===== src/rtl/epp_host_pkg.sv =====
package epp_host_pkg;

    parameter int unsigned EPP_DW = 8;

    typedef enum logic [1:0] {
        ST_IDLE    = 2'd0,
        ST_SETUP   = 2'd1,
        ST_STROBE  = 2'd2,
        ST_RELEASE = 2'd3
    } epp_state_e;

    typedef struct packed {
        epp_state_e          state;
        logic                is_addr;
        logic                is_write;
        logic                n_write;
        logic                n_astb;
        logic                n_dstb;
        logic                oe;
        logic [EPP_DW-1:0]   bus;
        logic [EPP_DW-1:0]   rdata;
        logic                done;
        logic                err;
    } epp_regs_t;

endpackage


===== src/rtl/epp_sync.sv =====
module epp_sync #(
    parameter int unsigned STAGES  = 2,
    parameter logic        RST_VAL = 1'b1
) (
    input  logic clk_i,
    input  logic rst_ni,
    input  logic d_i,
    output logic q_o
);
    logic [STAGES-1:0] sh_d, sh_q;

    generate
        if (STAGES == 1) begin : g_one
            always_comb sh_d = d_i;
        end else begin : g_many
            always_comb sh_d = {sh_q[STAGES-2:0], d_i};
        end
    endgenerate

    always_ff @(posedge clk_i or negedge rst_ni) begin
        if (!rst_ni) sh_q <= {STAGES{RST_VAL}};
        else         sh_q <= sh_d;
    end

    assign q_o = sh_q[STAGES-1];
endmodule


===== src/rtl/epp_timer.sv =====
module epp_timer #(
    parameter int unsigned LIMIT = 32
) (
    input  logic clk_i,
    input  logic rst_ni,
    input  logic clr_i,
    input  logic run_i,
    output logic expired_o
);
    localparam int unsigned CW = $clog2(LIMIT + 1);
    localparam logic [CW-1:0] LAST = CW'(LIMIT - 1);

    logic [CW-1:0] cnt_d, cnt_q;

    always_comb begin
        cnt_d = cnt_q;
        if (clr_i || !run_i)    cnt_d = '0;
        else if (cnt_q != LAST) cnt_d = cnt_q + 1'b1;
    end

    always_ff @(posedge clk_i or negedge rst_ni) begin
        if (!rst_ni) cnt_q <= '0;
        else         cnt_q <= cnt_d;
    end

    assign expired_o = run_i && (cnt_q == LAST);
endmodule


===== src/rtl/epp_host_engine.sv =====
module epp_host_engine
    import epp_host_pkg::*;
#(
    parameter int unsigned SYNC_STAGES = 2,
    parameter int unsigned TIMEOUT_CYC = 32
) (
    input  logic              clk_i,
    input  logic              rst_ni,
    input  logic              cmd_valid_i,
    input  logic              cmd_write_i,
    input  logic              cmd_addr_i,
    input  logic [EPP_DW-1:0] cmd_wdata_i,
    output logic              cmd_ready_o,
    output logic              done_o,
    output logic              err_o,
    output logic [EPP_DW-1:0] rdata_o,
    output logic              n_write_o,
    output logic              n_astb_o,
    output logic              n_dstb_o,
    input  logic              n_wait_i,
    output logic [EPP_DW-1:0] bus_o,
    output logic              bus_oe_o,
    input  logic [EPP_DW-1:0] bus_i
);
    epp_regs_t r_d, r_q;
    logic      wait_s;
    logic      tmo_exp;
    logic      tmo_run;
    logic      tmo_clr;

    epp_sync #(.STAGES(SYNC_STAGES), .RST_VAL(1'b1)) u_wait_sync (
        .clk_i  (clk_i),
        .rst_ni (rst_ni),
        .d_i    (n_wait_i),
        .q_o    (wait_s)
    );

    assign tmo_run = (r_q.state == ST_STROBE) || (r_q.state == ST_RELEASE);
    assign tmo_clr = (r_q.state != r_d.state);

    epp_timer #(.LIMIT(TIMEOUT_CYC)) u_tmo (
        .clk_i     (clk_i),
        .rst_ni    (rst_ni),
        .clr_i     (tmo_clr),
        .run_i     (tmo_run),
        .expired_o (tmo_exp)
    );

    always_comb begin
        r_d      = r_q;
        r_d.done = 1'b0;
        r_d.err  = 1'b0;
        unique case (r_q.state)
            ST_IDLE: begin
                if (cmd_valid_i && !wait_s) begin
                    r_d.is_addr  = cmd_addr_i;
                    r_d.is_write = cmd_write_i;
                    r_d.n_write  = !cmd_write_i;
                    r_d.oe       = cmd_write_i;
                    r_d.bus      = cmd_write_i ? cmd_wdata_i : r_q.bus;
                    r_d.state    = ST_SETUP;
                end
            end
            ST_SETUP: begin
                // byte (or released bus) has been stable for one clock
                r_d.n_astb = !r_q.is_addr;
                r_d.n_dstb = r_q.is_addr;
                r_d.state  = ST_STROBE;
            end
            ST_STROBE: begin
                if (wait_s) begin
                    if (!r_q.is_write) r_d.rdata = bus_i;
                    r_d.n_astb = 1'b1;
                    r_d.n_dstb = 1'b1;
                    r_d.state  = ST_RELEASE;
                end else if (tmo_exp) begin
                    r_d.n_astb  = 1'b1;
                    r_d.n_dstb  = 1'b1;
                    r_d.oe      = 1'b0;
                    r_d.n_write = 1'b1;
                    r_d.done    = 1'b1;
                    r_d.err     = 1'b1;
                    r_d.state   = ST_IDLE;
                end
            end
            ST_RELEASE: begin
                if (!wait_s || tmo_exp) begin
                    r_d.oe      = 1'b0;
                    r_d.n_write = 1'b1;
                    r_d.done    = 1'b1;
                    r_d.err     = wait_s;
                    r_d.state   = ST_IDLE;
                end
            end
            default: r_d.state = ST_IDLE;
        endcase
    end

    always_ff @(posedge clk_i or negedge rst_ni) begin
        if (!rst_ni) begin
            r_q          <= '0;
            r_q.state    <= ST_IDLE;
            r_q.n_write  <= 1'b1;
            r_q.n_astb   <= 1'b1;
            r_q.n_dstb   <= 1'b1;
        end else begin
            r_q <= r_d;
        end
    end

    assign cmd_ready_o = (r_q.state == ST_IDLE) && !wait_s;
    assign done_o      = r_q.done;
    assign err_o       = r_q.err;
    assign rdata_o     = r_q.rdata;
    assign n_write_o   = r_q.n_write;
    assign n_astb_o    = r_q.n_astb;
    assign n_dstb_o    = r_q.n_dstb;
    assign bus_o       = r_q.bus;
    assign bus_oe_o    = r_q.oe;
endmodule


===== config.mk =====
export PLATFORM = sky130hd
export DESIGN_NAME = epp_host_engine
export DESIGN_NICKNAME = d
export VERILOG_FILES = /design/src/rtl/epp_host_pkg.sv /design/src/rtl/epp_sync.sv /design/src/rtl/epp_timer.sv /design/src/rtl/epp_host_engine.sv
export SDC_FILE = /design/constraint.sdc
export NUM_CORES = 1
export LEC_CHECK = 0
export BUFFER_PORTS_ARGS = -buffer_cell sky130_fd_sc_hd__buf_4
export CAP_MARGIN = 15
export CORE_ASPECT_RATIO = 0.7
export CORE_MARGIN = 10
export CORE_UTILIZATION = 25
export CTS_CLUSTER_SIZE = 30
export DETAILED_ROUTE_END_ITERATION = 8
export MAX_ROUTING_LAYER = met4
export PLACE_DENSITY = 0.54
export SYNTH_ARGS = -nofsm -noshare
export SYNTH_HDL_FRONTEND = slang
export SYNTH_SLANG_ARGS = --single-unit

===== constraint.sdc =====
create_clock -name clk_i -period 1.8 [get_ports clk_i]
set_input_delay 0.36 -clock clk_i [delete_from_list [all_inputs] [get_ports clk_i]]
set_output_delay 0.36 -clock clk_i [all_outputs]
set_load 0.005 [all_outputs]

==> results of run 1 <==
layer usage:
metal	vias up	routed length, um	GRT usage
met4	0	0	0.02013
met5	-	0	-
met3	0	216	0.02937
li1	561	-	-
met1	548	1952	0.1055
met2	36	1518	0.09017
cell families (layout without fill, tap and decap cells):
family                   after synthesis  in the layout  synth area share
XOR/XNOR                               3              3           0.01596
adder cells (fa/ha/maj)                5              5           0.03799
multiplexers                          21             21            0.1421
AND/OR/NAND/NOR                       36             36            0.1140
buffers and inverters                 26             69            0.1018
flip-flops                            34             34            0.5205
AO/OA/AOI/OAI                         19             19           0.06763
final cells by class:
| type | count | share of cell area |
|---|---|---|
| Timing Repair Buffer | 54 | 0.1907 |
| Clock inverter | 1 | 0.002354 |
| Inverter | 7 | 0.01236 |
| Tap cell | 78 | 0.04591 |
| Sequential cell | 34 | 0.4038 |
| Multi-Input combinational cell | 84 | 0.3043 |
| Clock buffer | 7 | 0.04061 |
layout by cell type (no fill, tap or decap):
cell | synthesis | layout
nand2b_1 | 1 | 1
nor3b_1 | 1 | 1
a2bb2oi_2 | 0 | 1
o21ai_0 | 5 | 5
dfrtp_2 | 0 | 1
nand3b_1 | 2 | 2
inv_1 | 7 | 6
dfrtp_1 | 29 | 28
nand2_1 | 10 | 10
nor2_2 | 0 | 1
ha_1 | 5 | 4
mux2_2 | 19 | 19
nor2b_1 | 2 | 2
clkbuf_1 | 0 | 1
xor2_1 | 2 | 2
a222oi_1 | 1 | 1
nand4_1 | 1 | 1
a21oi_1 | 9 | 8
nand3_1 | 3 | 3
clkinv_2 | 0 | 1
a211oi_1 | 1 | 1
dfstp_2 | 5 | 5
xnor2_1 | 1 | 1
ha_4 | 0 | 1
mux2i_1 | 2 | 2
and3_1 | 3 | 3
a32oi_1 | 1 | 1
nor2_1 | 6 | 5
nor4_1 | 1 | 1
clkbuf_8 | 0 | 6
or2_1 | 1 | 1
nor3_1 | 4 | 4
buf_4 | 16 | 54
a31oi_1 | 1 | 1
a21oi_2 | 0 | 1
nand2b_4 | 1 | 1
inv_2 | 0 | 1
timing repair:
| action | 4_1_cts | 5_1_grt |
|---|---|---|
| hold endpoints to repair | 0 | 0 |
| resized for setup | 2 | 5 |
| buffers inserted | 0 | 1 |
| pin swaps | 0 | 1 |
| setup endpoints to repair | 1 | 11 |
state kept, by name, summed over array words and instances (netlist names):
register / cells
bus_o: 8
rdata_o: 8
u_tmo.cnt_q: 6
r_q: 4
u_wait_sync.sh_q: 2
bus_oe_o: 1
done_o: 1
err_o: 1
n_astb_o: 1
n_dstb_o: 1
n_write_o: 1
per-stage QoR:
stage	setup slack, ps	total power [mW]
final	135.7	3.436
after global routing	9.886	3.736
after CTS	9.220	3.458
after detailed placement	-17.02	2.820
after global placement	80.95	2.808
after floorplan	87.94	2.291
cells in the mapped netlist (3+ instances only):
cell | n | area (um^2)
dfstp_2 | 5 | 131.4
inv_1 | 7 | 26.28
o21ai_0 | 5 | 25.02
dfrtp_1 | 29 | 725.7
nor3_1 | 4 | 20.02
nor2_1 | 6 | 22.52
nand3_1 | 3 | 15.01
nand2_1 | 10 | 37.54
ha_1 | 5 | 62.56
mux2_2 | 19 | 214.0
a21oi_1 | 9 | 45.04
buf_4 | 16 | 120.1
and3_1 | 3 | 18.77
worst max-delay path by stage:
| stage | start | to | slack [ps] | cells after the start |
|---|---|---|---|---|
| 6_report | r_q[25] | cmd_ready_o | 140 | 5 |
| 3_3_place_gp | r_q[25] | u_tmo.cnt_q[2] | 80 | 6 |
| 2_1_floorplan | r_q[25] | u_tmo.cnt_q[2] | 90 | 6 |
| 3_5_place_dp | r_q[25] | u_tmo.cnt_q[2] | -20 | 6 |
| 5_1_grt | r_q[24] | u_tmo.cnt_q[2] | 10 | 7 |
| 4_1_cts | r_q[25] | cmd_ready_o | 9 | 5 |
power groups by stage:
stage               combinational (mW)  clock [mW]  sequential, mW
floorplan                         1.04           0            1.25
global route                      1.78       0.642            1.32
finish                            1.59       0.577            1.27
detailed placement                1.54           0            1.28
CTS                               1.58       0.602            1.27
global placement                  1.53           0            1.28
==> impl_results.md, run 1 <==
* Gpl congestion at roughly 0.82
* Die ar. at between 0.01 and 0.015 mm^2
* Comb power frac at 0.462
* Max cap viols at 0
* Skew-Pair Late Insertion Delay at 280 ps
* Setup CP Type: reg2out
* Final Hold Fails at 0
* Pint at between 2 and 2.5 mW
* Multi-input gate area at between 600 and 700 um^2
* Remaining antenna violation count after routing at 0
* Root Buffer: clkbuf_8
* Rows at 24
* Die W at 117 um
* Drt pass-1 iters at 4
* CP Cell Sequence: inv_2 -> ha_4 -> inv_1 -> nor2_2 -> buf_4
* VDD IR max at 0.6464 mV
* CTS sink count at 34
* Worst Reg2Reg Path Length in Cells at 6
* Mapped cell area at roughly 0.0016 mm^2
* # setup viols final at 0
* Unique masters post-synth at 31
* Crit path largest cell delay at 460 ps
* Hold slack at ~24 ps
* DRC at 0
* CTS tree: built
* Drt via density at between 4 and 5
* Layout cells sized above 1 at 0.4920
* Reg-to-reg endpoint: bus_oe_o
* Initial antenna violation count at 0
* Setup TNS at 0 ps
* Dpl cells at approximately 260
* Slew Limit Headroom at 0.7051
* Post-synth EDFFs at 0
* Post-Synthesis Cells at between 100 and 150
* Syn Nets at roughly 170
* Power Density at between 1500 and 2000 mW/mm^2
* Crit path time final at 1664 ps
* Post-route insts no fill at about 270
* Sequential Area at ~860 um^2
* Largest net degree at the start of global routing at 35
* Area after DPL at 0.002001 mm^2
* Drt wl/cell at between 10 and 15 um
* Filler cells at 656
* CP endpoint kind: output port
* Sw power at ~1.1 mW
* RSZ-0062 raised after global routing: false
* Post-CTS Hold Fix Bufs at 0
* Worst hold-check path type: in2async
* Seq cells post-synth at 34
* Register area share after synthesis at 0.5205
* Final Max Tran Viols at 0
* Starting Density at 0.2611
* Main flop type after synthesis: dfrtp_1
* CP Max Fanout at 7
* Vert. Die Dim at between 80 and 90 um
* Post-route cell area at about 0.0021 mm^2
* Bufs and invs on worst path at 3
* WP data arrival at around 1300 ps
* Reg clk slew, reported paths at about 70 ps
* Asr flop ratio synth at 1.000
* Area Overhead vs Synth at 29.10%
* Startpoint types: flip-flop
* Warnings, synthesis at 0
* Layout Utilization at 0.3371
* Slowest cell on crit path: dfrtp_2
* Num CTS Buffers at 5
* R2R Path Start: r_q[24]
* Total Routed Length at 3686 um
* Tot GR Track Use at 0.07357
* Leak Pwr at ~1 nW
* DP HPWL at 2821 um
* Antenna Cells at 0
* IO Pins at between 40 and 50
* Clock share of power at 0.168
* Fin crit share at 0.9246
* H-tree depth at 2
* Worst Max-Slew Pin Slew at 442.3 ps
* Part of the power in registers at 0.370
* Clk_skew at approximately 5.3 ps
* Reg-to-reg slack, setup at 150 ps
* Syn_area_per_cell at 11.43 um^2
* Gr ovfl total at 0
* Nets at between 200 and 250
* Clock buffer depth at 2
* Core area at roughly 0.0063 mm^2
* Fmax at 600.8 MHz
* Via count at 1145
* Port bufs at between 40 and 50
* CP top delay family: flip-flops
* Net Sw Frac at 0.3314
* Critical path data required time at between 1000 and 1500 ps
* Vias in the first global route at between 1k and 1.5k
* First-pass GRT wire length at 5775 um
* Outcome: completed
* Iter 0 DRT Violations at 42
Note: power is estimated with default switching activity, not from simulation.
==> run 2: changes to the inputs <==
- CORE_UTILIZATION: 25 -> 46
- PLACE_DENSITY: 0.54 -> 0.82
- TNS_END_PERCENT: unset -> 30
==> run 2 against run 1 <==
Effect of this change: non-clock buffer count down 4; maximum frequency down 1.9%; final cell count down 12%; register-to-register slack worse by 40 ps; largest power group unchanged.
==> impl_results.md, run 2 (synthesized netlist as in run 1, its figures left out) <==
* Outcome: completed
* CTS tree: built
* Met1 usage at 0.1482 (+0.04270)
* Routing usage on met3 at 0.03735 (+0.007982)
* Post-CTS Hold Fix Bufs at 0 (unchanged)
* Rows at 18 (-25%)
* Sw power at 1.155 mW (+1.4%)
* GR peak layer: met2
* Drt via density at 4.944 (+14%)
* Final Max Tran Viols at 0 (unchanged)
* Final Hold Fails at 0 (unchanged)
* Nets at 209 (-1.9%)
* Skew-Pair Late Insertion Delay at 280 ps (about the same)
* Vert. Die Dim at 70.06 um (-20%)
* Net Sw Frac at 0.3386 (+0.007175)
* Max cap viols at 0 (unchanged)
* CP Max Fanout at 7 (unchanged)
* Root Buffer: clkbuf_8
* Gpl congestion at 0.9372 (+14%)
* Commonest cells after routing, fill and taps aside: 50 x buf_4, 28 x dfrtp_1, 19 x mux2_2
* Post-CTS setup buffers at 0 (unchanged)
* Layout cells sized above 1 at 0.4754 (-0.01657)
* Fmax at 589.5 MHz (-1.9%)
* Tot GR Track Use at 0.1191 (+0.04554)
* Starting Density at 0.4717 (+0.2106)
* Clock share of power at 0.167 (about the same)
* Iter 0 DRT Violations at 44 (+4.8%)
* VDD IR max at 0.8194 mV (+27%)
* Slew Limit Headroom at 0.7225 (+0.01743)
* Antenna Cells at 0 (unchanged)
* Setup TNS at 0 ps (unchanged)
* Gr ovfl total at 0 (unchanged)
* WP data arrival at 1340 ps (+40 ps)
* Die ar. at 0.006411 mm^2 (-38%)
* Worst Max-Slew Pin Slew at 416.2 ps (-26.15 ps)
* Die W at 91.51 um (-22%)
* Core area at 0.003491 mm^2 (-45%)
* M2 GR Usage at 0.1731 (+0.08292)
* Power Density at 1657 mW/mm^2 (+2.5%)
* CP startpoint: r_q[25]
* Worst hold-check path type: in2async
* Pint at 2.256 mW (-1.8%)
* IO Pins at 45 (unchanged)
* Num CTS Buffers at 5 (unchanged)
* Total Routed Length at 3596 um (-2.4%)
* Clk_skew at 4.319 ps (-1.012 ps)
* Clock buffer depth at 2 (unchanged)
* Reg clk slew, reported paths at 70 ps (about the same)
* Area Overhead vs Synth at 25.00%
* DRC at 0 (unchanged)
* Port bufs at 44 (unchanged)
* Commonest non-fill, non-tap cell in the layout: buf_4
* Post-route insts no fill at 233 (-12%)
* RSZ-0062 raised after global routing: false
* First-pass GRT wire length at 6023 um (+4.3%)
* CP endpoint kind: output port
* R2R Path Start: r_q[24]
* DP HPWL at 2789 um (-1.1%)
* Hold slack at 10.22 ps (-14.24 ps)
* Dpl cells at 225 (-12%)
* Remaining antenna violation count after routing at 0 (unchanged)
* CTS sink count at 34 (unchanged)
* Final WS setup at 103.6 ps (-32.03 ps)
* Filler cells at 287 (-56%)
* Setup CP Type: reg2out
* Critical path data required time at 1440 ps (about the same)
* Drt pass-1 iters at 4 (unchanged)
* Vias in the first global route at 1242 (+8.2%)
* Fin crit share at 0.9424 (+0.01780)
* Pre-CTS setup slack at -40.64 ps (-23.61 ps)
* Largest net degree at the start of global routing at 35 (unchanged)
* Comb power frac at 0.459 (-0.003)
* Part of the power in registers at 0.374 (+0.004)
* Crit path time final at 1696 ps (+32.03 ps)
* Via count at 1152 (+0.61%)
* Leak Pwr at 0.9790 nW (-2.1%)
* Drt wl/cell at 15.43 um (+11%)
* Initial antenna violation count at 0 (unchanged)
* H-tree depth at 2 (unchanged)
* # setup viols final at 0 (unchanged)
* Startpoint types: flip-flop
-- run 2: changes by cell type in the layout (fill, tap and decap cells not counted) --
| cell | before | now |
|---|---|---|
| a21oi_1 | 8 | 9 |
| clkbuf_1 | 1 | 0 |
| nor2_1 | 5 | 6 |
| nor2_2 | 1 | 0 |
| clkinvlp_4 | 0 | 1 |
| a21oi_2 | 1 | 0 |
| buf_4 | 54 | 50 |
-- run 2: worst max-delay path, stage by stage (launching register included) --
cell,delay (ps)
dfrtp_2,460
inv_2,110
ha_4,180
inv_1,80
nor2_1,110
buf_4,120
-- run 2: timing repair --
| item | CTS | global route |
|---|---|---|
| hold endpoints to repair | 0 | 0 |
| endpoints found under the setup margin | 2 | 6 |
| gates resized for setup | 2 | 3 |
-- run 2: through the flow --
| step | power (mW) | util | area (um^2) |
|---|---|---|---|
| floorplan | 2.291 | - | 1647 |
| global placement | 2.689 | 0.5566 | 1943 |
| detailed placement | 2.788 | 0.5566 | 1943 |
| CTS | 3.424 | 0.5875 | 2051 |
| global route | 3.663 | 0.5896 | 2058 |
| finish | 3.411 | 0.5896 | 2058 |
-- run 2: area by class of cell --
class | count | area (um^2) | area share
clock buffer | 6 | 82.58 | 0.04012
tap | 50 | 62.56 | 0.03040
clock inverter | 2 | 12.51 | 0.006079
multi-input combinational | 84 | 640.6 | 0.3112
timing repair buffer | 50 | 375.4 | 0.1824
inverter | 7 | 26.28 | 0.01277
sequential | 34 | 858.3 | 0.4170
-- run 2: final timing paths --
kind / to / slack, ps / cells after the start
worst max-delay path: cmd_ready_o / 100 / 5
max in group asynchronous: n_write_o / 1460 / 1
min in group clk_i: u_wait_sync.sh_q[0] / 180 / 1
worst min-delay path: rdata_o[0] / 10 / 1
worst max register to register: u_tmo.cnt_q[2] / 110 / 6
worst min register to register: u_wait_sync.sh_q[1] / 360 / 0
-- run 2: power groups by stage --
stage	Sequential (mW)	Clock, mW	Combinational [mW]
floorplan	1.25	0	1.04
global placement	1.26	0	1.43
detailed placement	1.29	0	1.50
CTS	1.27	0.588	1.56
global route	1.32	0.625	1.72
finish	1.28	0.569	1.56
-- run 2: routing by layer --
layer | up-vias | wire, um
li1 | 557 | -
met1 | 541 | 1723
met2 | 47 | 1577
met3 | 7 | 230
met4 | 0 | 64
met5 | - | 0
==> run 3: changes to the inputs <==
- RECOVER_POWER: unset -> 50
==> run 3 against run 2 <==
Effect of this change: critical path depth unchanged; routed wire length decreased by 0.36%; power decreased by 0.84%; die area unchanged; clock power about the same; sequential power about the same; maximum frequency increased by 0.14%; combinational power about the same; clock skew about the same; largest cell class unchanged.
==> impl_results.md, run 3 (synthesized netlist as in run 1, its figures left out) <==
* Die ar. at 0.006411 mm^2 (unchanged)
* Largest net degree at the start of global routing at 35 (unchanged)
* Nets at 209 (unchanged)
* Commonest non-fill, non-tap cell in the layout: buf_4
* Iter 0 DRT Violations at 50 (+14%)
* Num CTS Buffers at 5 (unchanged)
* DP HPWL at 2789 um (unchanged)
* Starting Density at 0.4717 (unchanged)
* Outcome: completed
* Crit path time final at 1694 ps (-2.372 ps)
* CP Cell Sequence: inv_2 -> ha_4 -> inv_1 -> nor2_1 -> buf_4
* Fin crit share at 0.9411 (-0.001318)
* Critical path data required time at 1440 ps (about the same)
* Reg clk slew, reported paths at 70 ps (about the same)
* Post-CTS Hold Fix Bufs at 0 (unchanged)
* Vias in the first global route at 1242 (unchanged)
* CTS sink count at 34 (unchanged)
* Final Hold Fails at 0 (unchanged)
* Vert. Die Dim at 70.06 um (unchanged)
* Worst Max-Slew Pin Slew at 816.2 ps (+400.0 ps)
* Core area at 0.003491 mm^2 (unchanged)
* VDD IR max at 0.8169 mV (-0.31%)
* Pint at 2.229 mW (-1.2%)
* Post-CTS setup buffers at 0 (unchanged)
* Drt via density at 4.927 (-0.35%)
* Power Density at 1655 mW/mm^2 (-0.17%)
* Gr ovfl total at 0 (unchanged)
* Slowest cell on crit path: dfrtp_2
* Final WS setup at 106.0 ps (+2.372 ps)
* CP Max Fanout at 7 (unchanged)
* CP startpoint: r_q[25]
* Dpl cells at 225 (unchanged)
* Clk_skew at 4.463 ps (+0.1436 ps)
* Power, Total at 3.383 mW (-0.84%)
* Max cap viols at 0 (unchanged)
* Layout Utilization at 0.5857 (-0.003943)
* Antenna Cells at 0 (unchanged)
* Remaining antenna violation count after routing at 0 (unchanged)
* Initial antenna violation count at 0 (unchanged)
* Tot GR Track Use at 0.1191 (unchanged)
* CTS tree: built
* Die W at 91.51 um (unchanged)
* Worst Setup EP: cmd_ready_o
* Post-route insts no fill at 233 (unchanged)
* RSZ-0062 raised after global routing: false
* Comb power frac at 0.454 (-0.005)
* Net Sw Frac at 0.3409 (+0.002340)
* CP endpoint kind: output port
* Reg-to-reg slack, setup at 110 ps (about the same)
* Part of the power in registers at 0.377 (+0.003)
* R2R Path Start: r_q[24]
* H-tree depth at 2 (unchanged)
* Drt wl/cell at 15.38 um (-0.36%)
* Slew Limit Headroom at 0.4558 (-0.2667)
* Area Overhead vs Synth at 24.16%
* Sw power at 1.153 mW (-0.15%)
* Gpl congestion at 0.9372 (unchanged)
* Drt pass-1 iters at 4 (unchanged)
* Clock buffer depth at 2 (unchanged)
* Startpoint types: flip-flop
* WP data arrival at 1330 ps (about the same)
* Final Max Tran Viols at 0 (unchanged)
* Layout cells sized above 1 at 0.4590 (-0.01639)
* Worst hold-check path type: in2async
* Crit path largest cell delay at 460 ps (about the same)
* Total Routed Length at 3583 um (-0.36%)
* # setup viols final at 0 (unchanged)
* Rows at 18 (unchanged)
* Commonest cells after routing, fill and taps aside: 40 x buf_4, 28 x dfrtp_1, 19 x mux2_2
* Reg-to-reg endpoint: rdata_o[3]
* Root Buffer: clkbuf_8
* Routing usage on met3 at 0.03735 (unchanged)
* Leak Pwr at 0.9650 nW (-1.4%)
* Skew-Pair Late Insertion Delay at 280 ps (about the same)
* M2 GR Usage at 0.1731 (unchanged)
* Met1 usage at 0.1482 (unchanged)
* First-pass GRT wire length at 6023 um (unchanged)
* Worst Reg2Reg Path Length in Cells at 5 (-1)
* Pre-CTS setup slack at -40.64 ps (unchanged)
* Port bufs at 44 (unchanged)
* Via count at 1148 (-0.35%)
* IO Pins at 45 (unchanged)
* GR peak layer: met2
* Setup CP Type: reg2out
* Setup TNS at 0 ps (unchanged)
* Fmax at 590.3 MHz (+0.14%)
* Filler cells at 292 (+1.7%)
* Clock share of power at 0.169 (+0.002)
* DRC at 0 (unchanged)
==> run 3: critical path: cells and delay by family (launching register included) <==
| kind | cells | cell delay [ps] |
|---|---|---|
| adder cells (fa/ha/maj) | 1 | 180 |
| AND/OR/NAND/NOR | 1 | 110 |
| buffers and inverters | 3 | 300 |
| flip-flops | 1 | 460 |
==> run 3: worst min path at each step <==
stage	from	to	depth (start not counted)
floorplan	rst_ni	bus_o[0]	0
global placement	rst_ni	rdata_o[7]	1
detailed placement	rst_ni	rdata_o[0]	1
CTS	rst_ni	rdata_o[4]	1
global route	n_wait_i	u_wait_sync.sh_q[0]	1
finish	rst_ni	bus_o[2]	1
==> run 3: power groups by stage <==
stage          Combinational [mW]  Sequential, mW  Clock (mW)
2_1_floorplan                1.04            1.25           0
3_3_place_gp                 1.43            1.26           0
3_5_place_dp                 1.50            1.29           0
4_1_cts                      1.56            1.27       0.588
5_1_grt                      1.69            1.32       0.625
6_report                     1.54            1.28       0.570
==> run 3: routing by layer <==
layer,routed length (um),share of wire
met1,1723,0.48
met2,1549,0.43
met3,245,0.068
met4,64,0.018
met5,0,0
==> run 3: cell type report <==
class                      instances  area, um^2  area share
sequential                        34       858.3      0.4198
multi-input combinational         84       640.6      0.3133
timing repair buffer              50       361.6      0.1769
clock buffer                       6       82.58     0.04039
tap                               50       62.56     0.03060
inverter                           7       26.28     0.01285
clock inverter                     2       12.51    0.006120
==> run 3: what timing repair did <==
action | CTS | global route
setup endpoints to repair | 2 | 6
hold endpoints to repair | 0 | 0
gates cloned | 0 | 0
gates resized for setup | 2 | 3
==> run 3: through the flow <==
step	hold slack (ps)	instance area (um^2)
floorplan	64.41	1647
global placement	315.9	1943
detailed placement	326.7	1943
CTS	14.13	2051
global route	169.7	2044
finish	156.5	2044
